File: src/rtl/rtc_cal_pkg.sv
package rtc_cal_pkg;

  localparam int unsigned SLOTS = 8;
  localparam int unsigned OFF_W = 3;

  typedef struct packed {
    logic [1:0] cent;
    logic [7:0] year;
    logic [4:0] month;
    logic [5:0] date;
    logic [2:0] dow;
    logic [5:0] hour;
    logic [6:0] min;
    logic [6:0] sec;
  } rtc_time_t;

  localparam rtc_time_t TIME_RST = '{cent: 2'd0, year: 8'h00, month: 5'h01,
                                     date: 6'h01, dow: 3'd1, hour: 6'h00,
                                     min: 7'h00, sec: 7'h00};

  function automatic logic [7:0] bcd_inc(input logic [7:0] v);
    logic [7:0] r;
    if (v[3:0] == 4'd9) r = {v[7:4] + 4'd1, 4'd0};
    else                r = {v[7:4], v[3:0] + 4'd1};
    return r;
  endfunction

  function automatic logic is_leap(input logic [7:0] y);
    logic r;
    if (y[4]) r = (y[3:0] == 4'd2) || (y[3:0] == 4'd6);
    else      r = (y[3:0] == 4'd0) || (y[3:0] == 4'd4) || (y[3:0] == 4'd8);
    return r;
  endfunction

  function automatic logic [5:0] month_last(input logic [4:0] m, input logic leap);
    logic [5:0] r;
    case (m)
      5'h02:                      r = leap ? 6'h29 : 6'h28;
      5'h04, 5'h06, 5'h09, 5'h11: r = 6'h30;
      default:                    r = 6'h31;
    endcase
    return r;
  endfunction

  function automatic logic [7:0] slot_of(input rtc_time_t t, input int unsigned k);
    logic [7:0] r;
    case (k)
      1:       r = {1'b0, t.sec};
      2:       r = {1'b0, t.min};
      3:       r = {2'b0, t.hour};
      4:       r = {2'b0, t.cent, 1'b0, t.dow};
      5:       r = {2'b0, t.date};
      6:       r = {3'b0, t.month};
      7:       r = t.year;
      default: r = 8'h00;
    endcase
    return r;
  endfunction

endpackage

File: src/rtl/rtc_tick_div.sv
module rtc_tick_div #(
  parameter int unsigned DIV_RATIO = 32768
) (
  input  logic clk,
  input  logic rst_n,
  input  logic ref_en,
  input  logic clear,
  output logic tick
);
  localparam int unsigned CW = (DIV_RATIO > 1) ? $clog2(DIV_RATIO) : 1;
  localparam logic [CW-1:0] LAST = CW'(DIV_RATIO - 1);

  logic [CW-1:0] cnt_q, cnt_d;
  logic          at_last;

  assign at_last = (cnt_q == LAST);
  assign tick    = ref_en && at_last && !clear;

  always_comb begin
    cnt_d = cnt_q;
    if (clear)        cnt_d = '0;
    else if (ref_en)  cnt_d = at_last ? '0 : cnt_q + CW'(1);
  end

  always_ff @(posedge clk or negedge rst_n) begin
    if (!rst_n) cnt_q <= '0;
    else        cnt_q <= cnt_d;
  end
endmodule

File: src/rtl/rtc_time_chain.sv
module rtc_time_chain
  import rtc_cal_pkg::*;
(
  input  logic      clk,
  input  logic      rst_n,
  input  logic      tick,
  input  logic      load,
  input  rtc_time_t load_val,
  output rtc_time_t now_q,
  output rtc_time_t adv
);
  rtc_time_t now_d;
  logic roll_s, roll_m, roll_h, roll_d, roll_mo, roll_y;
  logic [7:0] t_sec, t_min, t_hr, t_date, t_mon, t_year;

  always_comb begin
    roll_s  = (now_q.sec == 7'h59);
    roll_m  = roll_s && (now_q.min == 7'h59);
    roll_h  = roll_m && (now_q.hour == 6'h23);
    roll_d  = roll_h && (now_q.date == month_last(now_q.month, is_leap(now_q.year)));
    roll_mo = roll_d && (now_q.month == 5'h12);
    roll_y  = roll_mo && (now_q.year == 8'h99);

    t_sec  = bcd_inc({1'b0, now_q.sec});
    t_min  = bcd_inc({1'b0, now_q.min});
    t_hr   = bcd_inc({2'b0, now_q.hour});
    t_date = bcd_inc({2'b0, now_q.date});
    t_mon  = bcd_inc({3'b0, now_q.month});
    t_year = bcd_inc(now_q.year);

    adv       = now_q;
    adv.sec   = roll_s ? 7'h00 : t_sec[6:0];
    if (roll_s)  adv.min   = roll_m ? 7'h00 : t_min[6:0];
    if (roll_m)  adv.hour  = roll_h ? 6'h00 : t_hr[5:0];
    if (roll_h)  adv.dow   = (now_q.dow == 3'd7) ? 3'd1 : now_q.dow + 3'd1;
    if (roll_h)  adv.date  = roll_d ? 6'h01 : t_date[5:0];
    if (roll_d)  adv.month = roll_mo ? 5'h01 : t_mon[4:0];
    if (roll_mo) adv.year  = roll_y ? 8'h00 : t_year;
    if (roll_y)  adv.cent  = now_q.cent + 2'd1;
  end

  always_comb begin
    now_d = now_q;
    if (load)      now_d = load_val;
    else if (tick) now_d = adv;
  end

  always_ff @(posedge clk or negedge rst_n) begin
    if (!rst_n) now_q <= TIME_RST;
    else        now_q <= now_d;
  end
endmodule

File: src/rtl/rtc_shadow_regs.sv
module rtc_shadow_regs
  import rtc_cal_pkg::*;
#(
  parameter int unsigned ADDR_W = 13,
  parameter logic [ADDR_W-1:0] BASE_ADDR = 13'h1FF8
) (
  input  logic              clk,
  input  logic              rst_n,
  input  logic              wr_en,
  input  logic [ADDR_W-1:0] wr_addr,
  input  logic [7:0]        wr_data,
  input  logic              rd_en,
  input  logic [ADDR_W-1:0] rd_addr,
  input  logic              tick,
  input  rtc_time_t         adv,
  output logic [7:0]        rd_data,
  output logic [7:0]        ctrl_q,
  output logic              load,
  output rtc_time_t         load_val
);
  localparam int unsigned PG_W = ADDR_W - OFF_W;
  localparam logic [PG_W-1:0] PAGE = BASE_ADDR[ADDR_W-1:OFF_W];

  logic [7:0]       vis_q [SLOTS];
  logic [7:0]       vis_d [SLOTS];
  logic             wr_hit, rd_hit, copy_en;
  logic [OFF_W-1:0] wr_slot, rd_slot;
  logic [7:0]       rd_d;

  assign wr_hit  = wr_en && (wr_addr[ADDR_W-1:OFF_W] == PAGE);
  assign rd_hit  = rd_en && (rd_addr[ADDR_W-1:OFF_W] == PAGE);
  assign wr_slot = wr_addr[OFF_W-1:0];
  assign rd_slot = rd_addr[OFF_W-1:0];
  assign ctrl_q  = vis_q[0];
  assign load    = wr_hit && (wr_slot == '0) && vis_q[0][7] && !wr_data[7];
  assign copy_en = tick && !vis_q[0][7] && !vis_q[0][6] && !load;

  assign load_val = '{cent: vis_q[4][5:4], year: vis_q[7], month: vis_q[6][4:0],
                      date: vis_q[5][5:0], dow: vis_q[4][2:0], hour: vis_q[3][5:0],
                      min: vis_q[2][6:0], sec: vis_q[1][6:0]};

  always_comb begin
    for (int unsigned k = 0; k < SLOTS; k++) begin
      vis_d[k] = vis_q[k];
      if (copy_en && k != 0)                 vis_d[k] = slot_of(adv, k);
      if (wr_hit && wr_slot == OFF_W'(k))    vis_d[k] = wr_data;
    end
    rd_d = rd_hit ? vis_q[rd_slot] : 8'h00;
  end

  generate
    for (genvar g = 0; g < SLOTS; g++) begin : g_slot
      always_ff @(posedge clk or negedge rst_n) begin
        if (!rst_n) vis_q[g] <= slot_of(TIME_RST, g);
        else        vis_q[g] <= vis_d[g];
      end
    end
  endgenerate

  always_ff @(posedge clk or negedge rst_n) begin
    if (!rst_n) rd_data <= 8'h00;
    else        rd_data <= rd_d;
  end
endmodule

File: src/rtl/rtc_calendar_map.sv
module rtc_calendar_map
  import rtc_cal_pkg::*;
#(
  parameter int unsigned ADDR_W = 13,
  parameter logic [ADDR_W-1:0] BASE_ADDR = 13'h1FF8,
  parameter int unsigned DIV_RATIO = 32768
) (
  input  logic              clk,
  input  logic              rst_n,
  input  logic              ref_en,
  input  logic              wr_en,
  input  logic [ADDR_W-1:0] wr_addr,
  input  logic [7:0]        wr_data,
  input  logic              rd_en,
  input  logic [ADDR_W-1:0] rd_addr,
  output logic [7:0]        rd_data
);
  logic [1:0] rst_sync_q;
  logic       rst_core_n;
  logic       tick, load;
  logic [7:0] ctrl_q;
  rtc_time_t  now_q, adv, load_val;

  always_ff @(posedge clk or negedge rst_n) begin
    if (!rst_n) rst_sync_q <= 2'b00;
    else        rst_sync_q <= {rst_sync_q[0], 1'b1};
  end
  assign rst_core_n = rst_sync_q[1];

  rtc_tick_div #(.DIV_RATIO(DIV_RATIO)) u_div (
    .clk(clk), .rst_n(rst_core_n), .ref_en(ref_en), .clear(load), .tick(tick)
  );

  rtc_time_chain u_chain (
    .clk(clk), .rst_n(rst_core_n), .tick(tick), .load(load),
    .load_val(load_val), .now_q(now_q), .adv(adv)
  );

  rtc_shadow_regs #(.ADDR_W(ADDR_W), .BASE_ADDR(BASE_ADDR)) u_regs (
    .clk(clk), .rst_n(rst_core_n), .wr_en(wr_en), .wr_addr(wr_addr),
    .wr_data(wr_data), .rd_en(rd_en), .rd_addr(rd_addr), .tick(tick),
    .adv(adv), .rd_data(rd_data), .ctrl_q(ctrl_q), .load(load),
    .load_val(load_val)
  );
endmodule

File: config.mk
export PLATFORM = sky130hd
export DESIGN_NAME = rtc_calendar_map
export DESIGN_NICKNAME = d
export VERILOG_FILES = /design/src/rtl/rtc_cal_pkg.sv /design/src/rtl/rtc_tick_div.sv /design/src/rtl/rtc_time_chain.sv /design/src/rtl/rtc_shadow_regs.sv /design/src/rtl/rtc_calendar_map.sv
export SDC_FILE = /design/constraint.sdc
export NUM_CORES = 1
export LEC_CHECK = 0
export BUFFER_PORTS_ARGS = -buffer_cell sky130_fd_sc_hd__buf_2
export CORE_MARGIN = 2
export CORE_UTILIZATION = 67
export CTS_CLUSTER_SIZE = 40
export DETAILED_ROUTE_END_ITERATION = 12
export PLACE_DENSITY = 0.86
export SYNTH_ARGS = -nofsm -noshare
export SYNTH_HDL_FRONTEND = slang
export SYNTH_HIERARCHICAL = 1
export SYNTH_SLANG_ARGS = --single-unit
File: constraint.sdc
create_clock -name clk -period 6.7 [get_ports clk]
set_input_delay 1.005 -clock clk [delete_from_list [all_inputs] [get_ports clk]]
set_output_delay 1.005 -clock clk [all_outputs]
set_load 0.005 [all_outputs]
==> key figures, run 1 <==
Timing
  • Count of final hold-check violations: 0
  • Unrepaired setup endpoints after global routing: no
  • Final min period: around 4100 ps
  • FMAX: between 0.2 and 0.25 GHz
  • Worst slew pin tran: 1140 ps
  • Final count of negative-setup-slack endpoints: 0
  • Clk_skew: 11.1 ps
  • Final worst-path setup slack: 2630 ps
  • Sum of negative setup slack: 0 ps
  • Final number of max-transition violations: 0
  • Final cycle utilization of the critical path: 60.7%
  • Worst slew margin: 23.8%

Flow run
  • Total of max-cap violations: 0

Hold path
  • Class of the tightest hold or removal check: input pin to asynchronous set/reset pin

Critical path
  • CP Data Arrival Time: 4380 ps
  • Capturing element type of the critical path: flop
  • Worst Path Required: 7010 ps
  • Gate family responsible for the most delay along the worst path: simple AND/OR/NAND/NOR gates
  • Worst-path cell chain: buf_2 > and4_1 > nand2_1 > nor4_2 > nor3_2 > buf_4 > nor3b_4 > buf_12 > mux2_2 > mux2_2
  • Crit path launch type: input pin
  • Critical path's largest stage delay: just over 1000 ps
  • Most frequent CP cell: mux2_2
  • Highest net fanout along the worst path: 40
  • Type of the worst setup path: input pin to flop
  • Buf+Inv Stages, Crit Path: 3
  • Flop2flop setup slack: ~2600 ps
  • Cell at the slowest stage of the critical path: nor3b_4

Logic synthesis
  • Synth Net Count: 921
  • Cell Area, Synth: 9100 µm²
  • Post-synthesis area per instance: 10.5 µm²
  • Number of warnings printed during yosys synthesis: 6
  • Synthesized netlist cell count: about 870

Clock tree
  • Clock tree buffer depth: 2
  • Clock-pin slew of the registers on the worst-case setup and hold paths: 60 ps
  • Clock sink count: 133
  • Clock tree from TritonCTS: built
  • Post_cts resized: 0
  • Root buf cell: clkbuf_16
  • Number of levels the H-tree was split into: 4
  • Cts bufs inserted: 17
  • Total of hold buffers inserted after clock tree synthesis: 0
  • Worst skew pair latency: 430 ps
  • Buffers inserted during post-CTS setup optimization: 0

Floorplanning
  • Core Rows: 42
  • Initial Util: 68.7%
  • Chip Width: roughly 120 µm
  • IO Count: 47
  • Height of the die: 121 µm
  • Die Outline Area: ~15000 µm²
  • Floorplan core area: between 10000 and 15000 µm²

Detailed routing
  • Final routed wirelength across all metal layers: 22300 µm
  • Detailed-route DRC error count: 0
  • Number of vias after detailed routing: roughly 7k
  • DRC violation total after the first TritonRoute iteration: around 820
  • Residual antenna-violating net count after detailed routing: 0
  • Iteration count of the initial detailed-routing pass: 6
  • Average detailed-routed wire length per instance: 21.6 µm
  • Drt via density: 6.74

Power
  • Static Leak: 4.41 nW
  • Total power divided by cell area: between 200 and 250 nW/µm²
  • Peak ir drop on the vdd network: about 0.00021 V

GRT
  • Pin count of the biggest net entering global routing: 98
  • Via count of the first global-routing pass: 6834
  • GRT Resource Usage Total: 31.5%
  • Global-route wire length before repair: 35200 µm
  • Final global-route overflow total: 0
  • Antenna violations before repair: 0

Final layout
  • Commonest cells after routing, fill and taps aside: 126 x dfrtp_1, 85 x mux2_2, 80 x nand2_1, 53 x nor2_1, 47 x o21ai_0
  • Fraction of final layout cells sized beyond drive strength 1: 28.2%
  • Leading cell type in the layout, fill and taps excluded: dfrtp_1
  • Area growth from synthesis to final layout: 5.65%
  • Number of antenna cells inserted: 0
  • Final #Nets: 901

Place
  • Placement Setup Slack: 2310 ps
  • Count of input and output buffers: 46
  • Detailed-placement wirelength estimate: 14700 µm
  • Last weighted congestion value of the routability-driven placer: 0.871

Run status
  • Outcome: finished clean
[final timing paths]
path	start	to	cells after the start
min in group clk	rst_sync_q[0]	rst_sync_q[1]	0
max reg2reg	u_div/cnt_q[0]	u_regs/load_val[41]	9
min	rst_n	rst_sync_q[1]	1
max	wr_addr[11]	u_regs/load_val[41]	10
min reg2reg	rst_sync_q[0]	rst_sync_q[1]	0
max in group asynchronous	rst_sync_q[1]	u_regs/load_val[18]	1
[report_power, final]
part	total (mW)	switching (mW)	internal (mW)
registers	0.859	0.0338	0.825
logic	0.117	0.0712	0.0462
clock network	0.957	0.389	0.568
total	1.93	0.494	1.44
[layer usage]
| layer | GRT usage (%) | wire length (µm) | share of wire (%) | vias to the layer above |
|---|---|---|---|---|
| met3 | 5.99 | 1660 | 7.5 | 68 |
| met1 | 39.9 | 8820 | 40 | 3468 |
| met2 | 53.5 | 11100 | 50 | 373 |
| met5 | 0 | 0 | 0 | - |
| li1 | - | - | - | 3067 |
| met4 | 12.2 | 716 | 3.2 | 0 |
[state kept, by name, summed over array words and instances, names as in the netlist]
register,flops
u_regs/vis_q,12
u_regs/rd_data,8
u_regs/ctrl_q,8
u_div/cnt_q,15
rst_sync_q,2
u_chain/now_q,44
u_regs/load_val,44
[through the flow]
step | std cells | util (%) | power, mW | cell area [µm²] | hold slack, ps
floorplan | 866 | - | 0.949 | 9100 | 331
global placement | 1003 | 68.1 | 0.981 | 9010 | 345
detailed placement | 1003 | 68.1 | 0.989 | 9010 | 354
CTS | 1035 | 72.6 | 1.95 | 9620 | 334
global route | 1035 | 72.6 | 1.99 | 9620 | 334
finish | 1035 | 72.6 | 1.93 | 9620 | 349
[cell type report]
cell class | instances | area [µm²]
multi-input combinational | 619 | 5080
fill | 868 | 3630
sequential | 133 | 3340
clock buffer | 18 | 439
timing repair buffer | 51 | 280
tap | 176 | 220
clock inverter | 14 | 164
inverter | 24 | 90.1
Note: power is estimated with default switching activity, not from simulation.
==> inputs of run 2 (changes only) <==
- CORE_UTILIZATION: 67 -> 57
- PLACE_DENSITY: 0.86 -> 0.78
- clock period: 6.7 -> 3.55 ns (I/O delays scaled with it)
==> key figures, run 2 (synthesized netlist as in run 1, its figures left out) <==
Detailed routing
  • Drt via density: 6.07 (-9.9%)
  • Iteration count of the initial detailed-routing pass: 5 (-1)
  • Average detailed-routed wire length per instance: 19.3 µm (-10%)
  • Detailed-route DRC error count: 0 (unchanged)
  • DRC violation total after the first TritonRoute iteration: 614 (-25%)
  • Residual antenna-violating net count after detailed routing: 0 (unchanged)
  • Final routed wirelength across all metal layers: 21000 µm (-5.8%)
  • Number of vias after detailed routing: 6612 (-5.2%)

Clock tree
  • Clock sink count: 133 (unchanged)
  • Number of levels the H-tree was split into: 4 (unchanged)
  • Cts bufs inserted: 17 (unchanged)
  • Clock-pin slew of the registers on the worst-case setup and hold paths: 60 ps (about the same)
  • Clock tree from TritonCTS: built
  • Post_cts resized: 0 (unchanged)
  • Worst skew pair latency: 430 ps (about the same)
  • Clock tree buffer depth: 2 (unchanged)
  • Root buf cell: clkbuf_16

GRT
  • Pin count of the biggest net entering global routing: 66 (-33%)
  • GRT Resource Usage Total: 26.1% (-5.4 points)
  • Global-route wire length before repair: 34100 µm (-3.2%)
  • Final global-route overflow total: 0 (unchanged)
  • Via count of the first global-routing pass: 6556 (-4.1%)
  • Antenna violations before repair: 0 (unchanged)

Flow run
  • Total of max-cap violations: 0 (unchanged)

Floorplanning
  • IO Count: 47 (unchanged)
  • Initial Util: 57.7% (-11 points)
  • Floorplan core area: 15800 µm² (+19%)
  • Height of the die: 130 µm (+8.1%)
  • Chip Width: 130 µm (+8.1%)
  • Core Rows: 46 (+9.5%)
  • Die Outline Area: 17000 µm² (+17%)

Power
  • Power share of the clock group: 47.8% (-1.7 points)
  • Peak ir drop on the vdd network: 0.000371 V (+76%)
  • Part of the total power dissipated in combinational logic: 6.5% (+0.4 points)
  • Net switching component of the power: 0.898 mW (+82%)
  • Internal power: 2.64 mW (+83%)
  • Total power divided by cell area: 363 nW/µm² (+80%)
  • Proportion of power drawn by flip-flops and latches: 45.7% (+1.3 points)
  • Proportion of total power due to net switching: 25.4% (-0.17 points)
  • Static Leak: 4.46 nW (+1.1%)

Place
  • Detailed-placement wirelength estimate: 14500 µm (-1.1%)
  • Last weighted congestion value of the routability-driven placer: 0.888 (+1.9%)
  • Count of input and output buffers: 46 (unchanged)

Critical path
  • CP Data Arrival Time: 3580 ps (-800 ps)
  • Flop2flop setup slack: 290 ps (-2340 ps)
  • Crit path launch type: flop
  • Highest net fanout along the worst path: 11 (-73%)
  • Capturing element type of the critical path: flop
  • Worst Path Required: 3870 ps (-3140 ps)
  • Type of the worst setup path: flop to flop

Final layout
  • Leading cell type in the layout, fill and taps excluded: dfrtp_1
  • Sequential cell area: 3340 µm² (unchanged)
  • Fillers: 1289 (+49%)
  • Area of the multi-input gates: 5080 µm² (unchanged)
  • Number of antenna cells inserted: 0 (unchanged)
  • Commonest cells after routing, fill and taps aside: 126 x dfrtp_1, 85 x mux2_2, 80 x nand2_1, 53 x nor2_1, 47 x o21ai_0
  • Fraction of final layout cells sized beyond drive strength 1: 29.1% (+0.92 points)
  • Area growth from synthesis to final layout: 7.12%
  • Final #Nets: 915 (+1.6%)

Run status
  • Outcome: finished clean

Timing
  • FMAX: 0.307 GHz
  • Worst slew pin tran: 631 ps (-510 ps)
  • Count of final hold-check violations: 0 (unchanged)
  • Final min period: about 3300 ps
  • Clk_skew: 8.47 ps (-2.67 ps)
  • Final count of negative-setup-slack endpoints: 0 (unchanged)
  • Final cycle utilization of the critical path: 91.8%
  • Unrepaired setup endpoints after global routing: no
  • Final number of max-transition violations: 0 (unchanged)
  • WHS: 234 ps (-115 ps)
  • Worst slew margin: 57.7% (+34 points)
  • Sum of negative setup slack: 0 ps (unchanged)

Hold path
  • Class of the tightest hold or removal check: flop to asynchronous set/reset pin
[run 2: changes by cell type in the layout (fill, tap and decap cells not counted), sizes merged]
cell         before  now
buf              51   64
clkinvlp          0    3
inv              30   28
bufinv            2    1
dlygate4sd3       0    1
clkbuf           18   19
clkinv            6    5
[run 2: metal layers]
layer	share of wire (%)	vias up	GRT usage, %
li1	-	3090	-
met1	44	3259	34.9
met2	47	225	42.4
met3	6.4	38	6.03
met4	2.4	0	8.51
met5	0	-	0
[run 2: area by class of cell]
cell class              instances  area share (%)
repair buffers                 65            4.11
flip-flops and latches        133            34.3
clock buffers                  19            4.54
clock inverters                13            1.27
inverters                      24           0.924
well taps                     216            2.77
multi-input cells             619            52.1
[run 2: timing repair]
| action | CTS | global route |
|---|---|---|
| hold buffers | 1 | 0 |
| endpoints found under the hold margin | 2 | 0 |
| buffers inserted | 0 | 0 |
[run 2: power by group through the flow]
stage	sequential [mW]	combinational [mW]	clock [mW]
after floorplan	1.64	0.149	0
after CTS	1.62	0.230	1.72
after global placement	1.64	0.221	0
final	1.62	0.228	1.69
after detailed placement	1.64	0.226	0
after global routing	1.63	0.259	1.80
[run 2: worst max-delay path, stage by stage, from the launching register on]
cell,delay (ps)
dfstp_2,670
nand2b_1,120
or3_1,430
o2111a_1,330
nor4b_4,660
a21boi_0,210
o21bai_1,190
mux2_4,260
mux2_2,260
[run 2: final timing paths]
path                              startpoint             endpoint  cells after the start
min in group clk               rst_sync_q[0]        rst_sync_q[1]                      0
setup reg to reg           u_chain/now_q[29]  u_regs/load_val[40]                      8
max in group asynchronous      rst_sync_q[1]   u_regs/load_val[8]                      1
setup / recovery           u_chain/now_q[29]  u_regs/load_val[40]                      8
hold reg to reg                rst_sync_q[1]    u_chain/now_q[38]                      0
hold / removal                 rst_sync_q[1]    u_chain/now_q[38]                      0
[run 2: through the flow]
stage | instances | worst slack (ps) | util [%] | power, mW | cell area, µm²
global route | 1089 | 163 | 61.8 | 3.68 | 9750
global placement | 1056 | 495 | 58.2 | 1.86 | 9170
floorplan | 866 | 823 | - | 1.79 | 9100
finish | 1089 | 291 | 61.8 | 3.54 | 9750
CTS | 1089 | 358 | 61.8 | 3.57 | 9750
detailed placement | 1056 | 376 | 58.2 | 1.87 | 9170
==> inputs of run 3 (changes only) <==
- CORE_UTILIZATION: 57 -> 58
- CTS_BUF_LIST: not set -> sky130_fd_sc_hd__clkbuf_2 sky130_fd_sc_hd__clkbuf_4 sky130_fd_sc_hd__clkbuf_8
- PLACE_DENSITY: 0.78 -> 0.79
==> key figures, run 3 (synthesized netlist as in run 1, its figures left out) <==
GRT
  • GRT Resource Usage Total: 26.7% (+0.59 points)
  • Via count of the first global-routing pass: 6508 (-0.73%)
  • Global-route wire length before repair: 34400 µm (+0.97%)
  • Antenna violations before repair: 0 (unchanged)
  • Pin count of the biggest net entering global routing: 98 (+48%)
  • Final global-route overflow total: 0 (unchanged)

Clock tree
  • Clock-pin slew of the registers on the worst-case setup and hold paths: 90 ps (+30 ps)
  • Total of hold buffers inserted after clock tree synthesis: 1 (unchanged)
  • Root buf cell: clkbuf_8
  • Clock tree from TritonCTS: built
  • Post_cts resized: 0 (unchanged)
  • Buffers inserted during post-CTS setup optimization: 0 (unchanged)
  • Clock tree buffer depth: 2 (unchanged)
  • Clock sink count: 133 (unchanged)
  • Number of levels the H-tree was split into: 4 (unchanged)
  • Cts bufs inserted: 17 (unchanged)
  • Worst skew pair latency: 460 ps (+30 ps)

Floorplanning
  • Initial Util: 59.6% (+1.9 points)
  • Die Outline Area: 16700 µm² (-1.7%)
  • IO Count: 47 (unchanged)
  • Height of the die: 129 µm (-0.84%)
  • Chip Width: 129 µm (-0.84%)
  • Floorplan core area: 15300 µm² (-3.2%)
  • Core Rows: 45 (-2.2%)

Power
  • Peak ir drop on the vdd network: 0.000251 V (-32%)
  • Internal power: 2.34 mW (-11%)
  • Power share of the clock group: 42.2% (-5.6 points)
  • Total power divided by cell area: 332 nW/µm² (-8.4%)
  • Overall power after layout: 3.18 mW (-10%)
  • Proportion of total power due to net switching: 26.6% (+1.2 points)
  • Proportion of power drawn by flip-flops and latches: 50.9% (+5.2 points)
  • Static Leak: 4.38 nW (-1.8%)
  • Net switching component of the power: 0.848 mW (-5.6%)
  • Part of the total power dissipated in combinational logic: 6.8% (+0.3 points)

Hold path
  • Hold_sp: rst_sync_q[0]
  • Hold path depth: 0
  • Endpoint, Worst Hold: rst_sync_q[1]
  • Class of the tightest hold or removal check: flop to flop

Critical path
  • Highest net fanout along the worst path: 9 (-2)
  • Flop2flop setup slack: 380 ps (+90 ps)
  • CP Data Arrival Time: 3510 ps (-70 ps)
  • Crit path launch type: flop
  • Endpoint of the worst-slack reg-to-reg timing path: u_regs/load_val[30]
  • Depth of the worst register-to-register path: 10 (+2)
  • Worst reg2reg path startpoint: u_chain/now_q[8]
  • Worst Path Required: 3890 ps (+20 ps)
  • Type of the worst setup path: flop to flop
  • Capturing element type of the critical path: flop

Place
  • Count of input and output buffers: 46 (unchanged)
  • Detailed-placement wirelength estimate: 14300 µm (-1.6%)
  • Last weighted congestion value of the routability-driven placer: 0.879 (-0.98%)

Timing
  • Worst slew margin: 41.5% (-16 points)
  • FMAX: 0.315 GHz (+2.7%)
  • Final count of negative-setup-slack endpoints: 0 (unchanged)
  • Worst slew pin tran: 878 ps (+246 ps)
  • Final min period: 3170 ps (-86.0 ps)
  • Count of final hold-check violations: 0 (unchanged)
  • Unrepaired setup endpoints after global routing: no
  • Sum of negative setup slack: 0 ps (unchanged)
  • Final cycle utilization of the critical path: 89.4% (-2.4 points)
  • Clk_skew: 14.8 ps (+6.34 ps)
  • Final number of max-transition violations: 0 (unchanged)

Final layout
  • Commonest cells after routing, fill and taps aside: 126 x dfrtp_1, 85 x mux2_2, 80 x nand2_1, 53 x nor2_1, 47 x o21ai_0
  • Area of the multi-input gates: 5080 µm² (unchanged)
  • Number of antenna cells inserted: 0 (unchanged)
  • Area growth from synthesis to final layout: 5.24%
  • Final #Nets: 911 (-0.44%)
  • Fillers: 1228 (-4.7%)
  • Fraction of final layout cells sized beyond drive strength 1: 28.9% (-0.21 points)
  • Sequential cell area: 3340 µm² (unchanged)
  • Leading cell type in the layout, fill and taps excluded: dfrtp_1

Detailed routing
  • Detailed-route DRC error count: 0 (unchanged)
  • Drt via density: 6.11 (+0.64%)
  • Final routed wirelength across all metal layers: 21100 µm (+0.24%)
  • DRC violation total after the first TritonRoute iteration: 581 (-5.4%)
  • Iteration count of the initial detailed-routing pass: 7 (+2)
  • Average detailed-routed wire length per instance: 19.5 µm (+1.1%)
  • Number of vias after detailed routing: 6599 (-0.20%)
  • Residual antenna-violating net count after detailed routing: 0 (unchanged)

Run status
  • Outcome: finished clean

Flow run
  • Total of max-cap violations: 0 (unchanged)
## run 3: per-layer routing
metal,up-vias,track usage (%),routed length (µm)
met3,33,5.20,1270
met5,-,0,0
met4,0,9.08,412
li1,3070,-,-
met2,280,43.0,9900
met1,3216,36.5,9480
## run 3: metrics by stage
step | worst slack [ps] | util (%) | std cells | area, µm² | hold WS (ps)
after global placement | 532 | 60.0 | 1047 | 9150 | 318
after detailed placement | 422 | 60.0 | 1047 | 9150 | 320
after CTS | 433 | 62.8 | 1080 | 9580 | 345
final | 377 | 62.8 | 1080 | 9580 | 353
after global routing | 230 | 62.8 | 1080 | 9580 | 353
after floorplan | 823 | - | 866 | 9100 | 237
## run 3: layout make-up
cell class	instances	share of cell area, %
multi-input cells	619	53.1
flip-flops and latches	133	34.9
repair buffers	61	4.00
clock buffers	20	2.87
well taps	211	2.76
clock inverters	12	1.50
inverters	24	0.941
## run 3: worst max-delay path, cell delays in order (launching register included)
cell and delay [ps]:
dfrtp_1 430, inv_1 80, ha_1 180, nand3b_2 230
nor4_4 610, o211ai_1 230, or3_1 410, o21ai_0 270
nand2_1 90, mux2_4 260, mux2_2 260
## run 3: power by group through the flow
stage / registers, mW / logic [mW] / clock network (mW)
2_1_floorplan: 1.64 / 0.149 / 0
3_3_place_gp: 1.65 / 0.212 / 0
3_5_place_dp: 1.65 / 0.216 / 0
4_1_cts: 1.62 / 0.219 / 1.37
5_1_grt: 1.63 / 0.245 / 1.44
6_report: 1.62 / 0.218 / 1.34
## run 3: how the worst max path moves through the flow
stage,cells past startpoint,to,start
after global placement,7,u_regs/load_val[35],u_chain/now_q[29]
after global routing,9,u_chain/now_q[43],u_div/cnt_q[0]
after CTS,10,u_regs/load_val[30],u_chain/now_q[8]
after detailed placement,9,u_div/cnt_q[10],wr_addr[2]
after floorplan,10,u_regs/load_val[43],u_chain/now_q[14]
final,10,u_regs/load_val[30],u_chain/now_q[8]
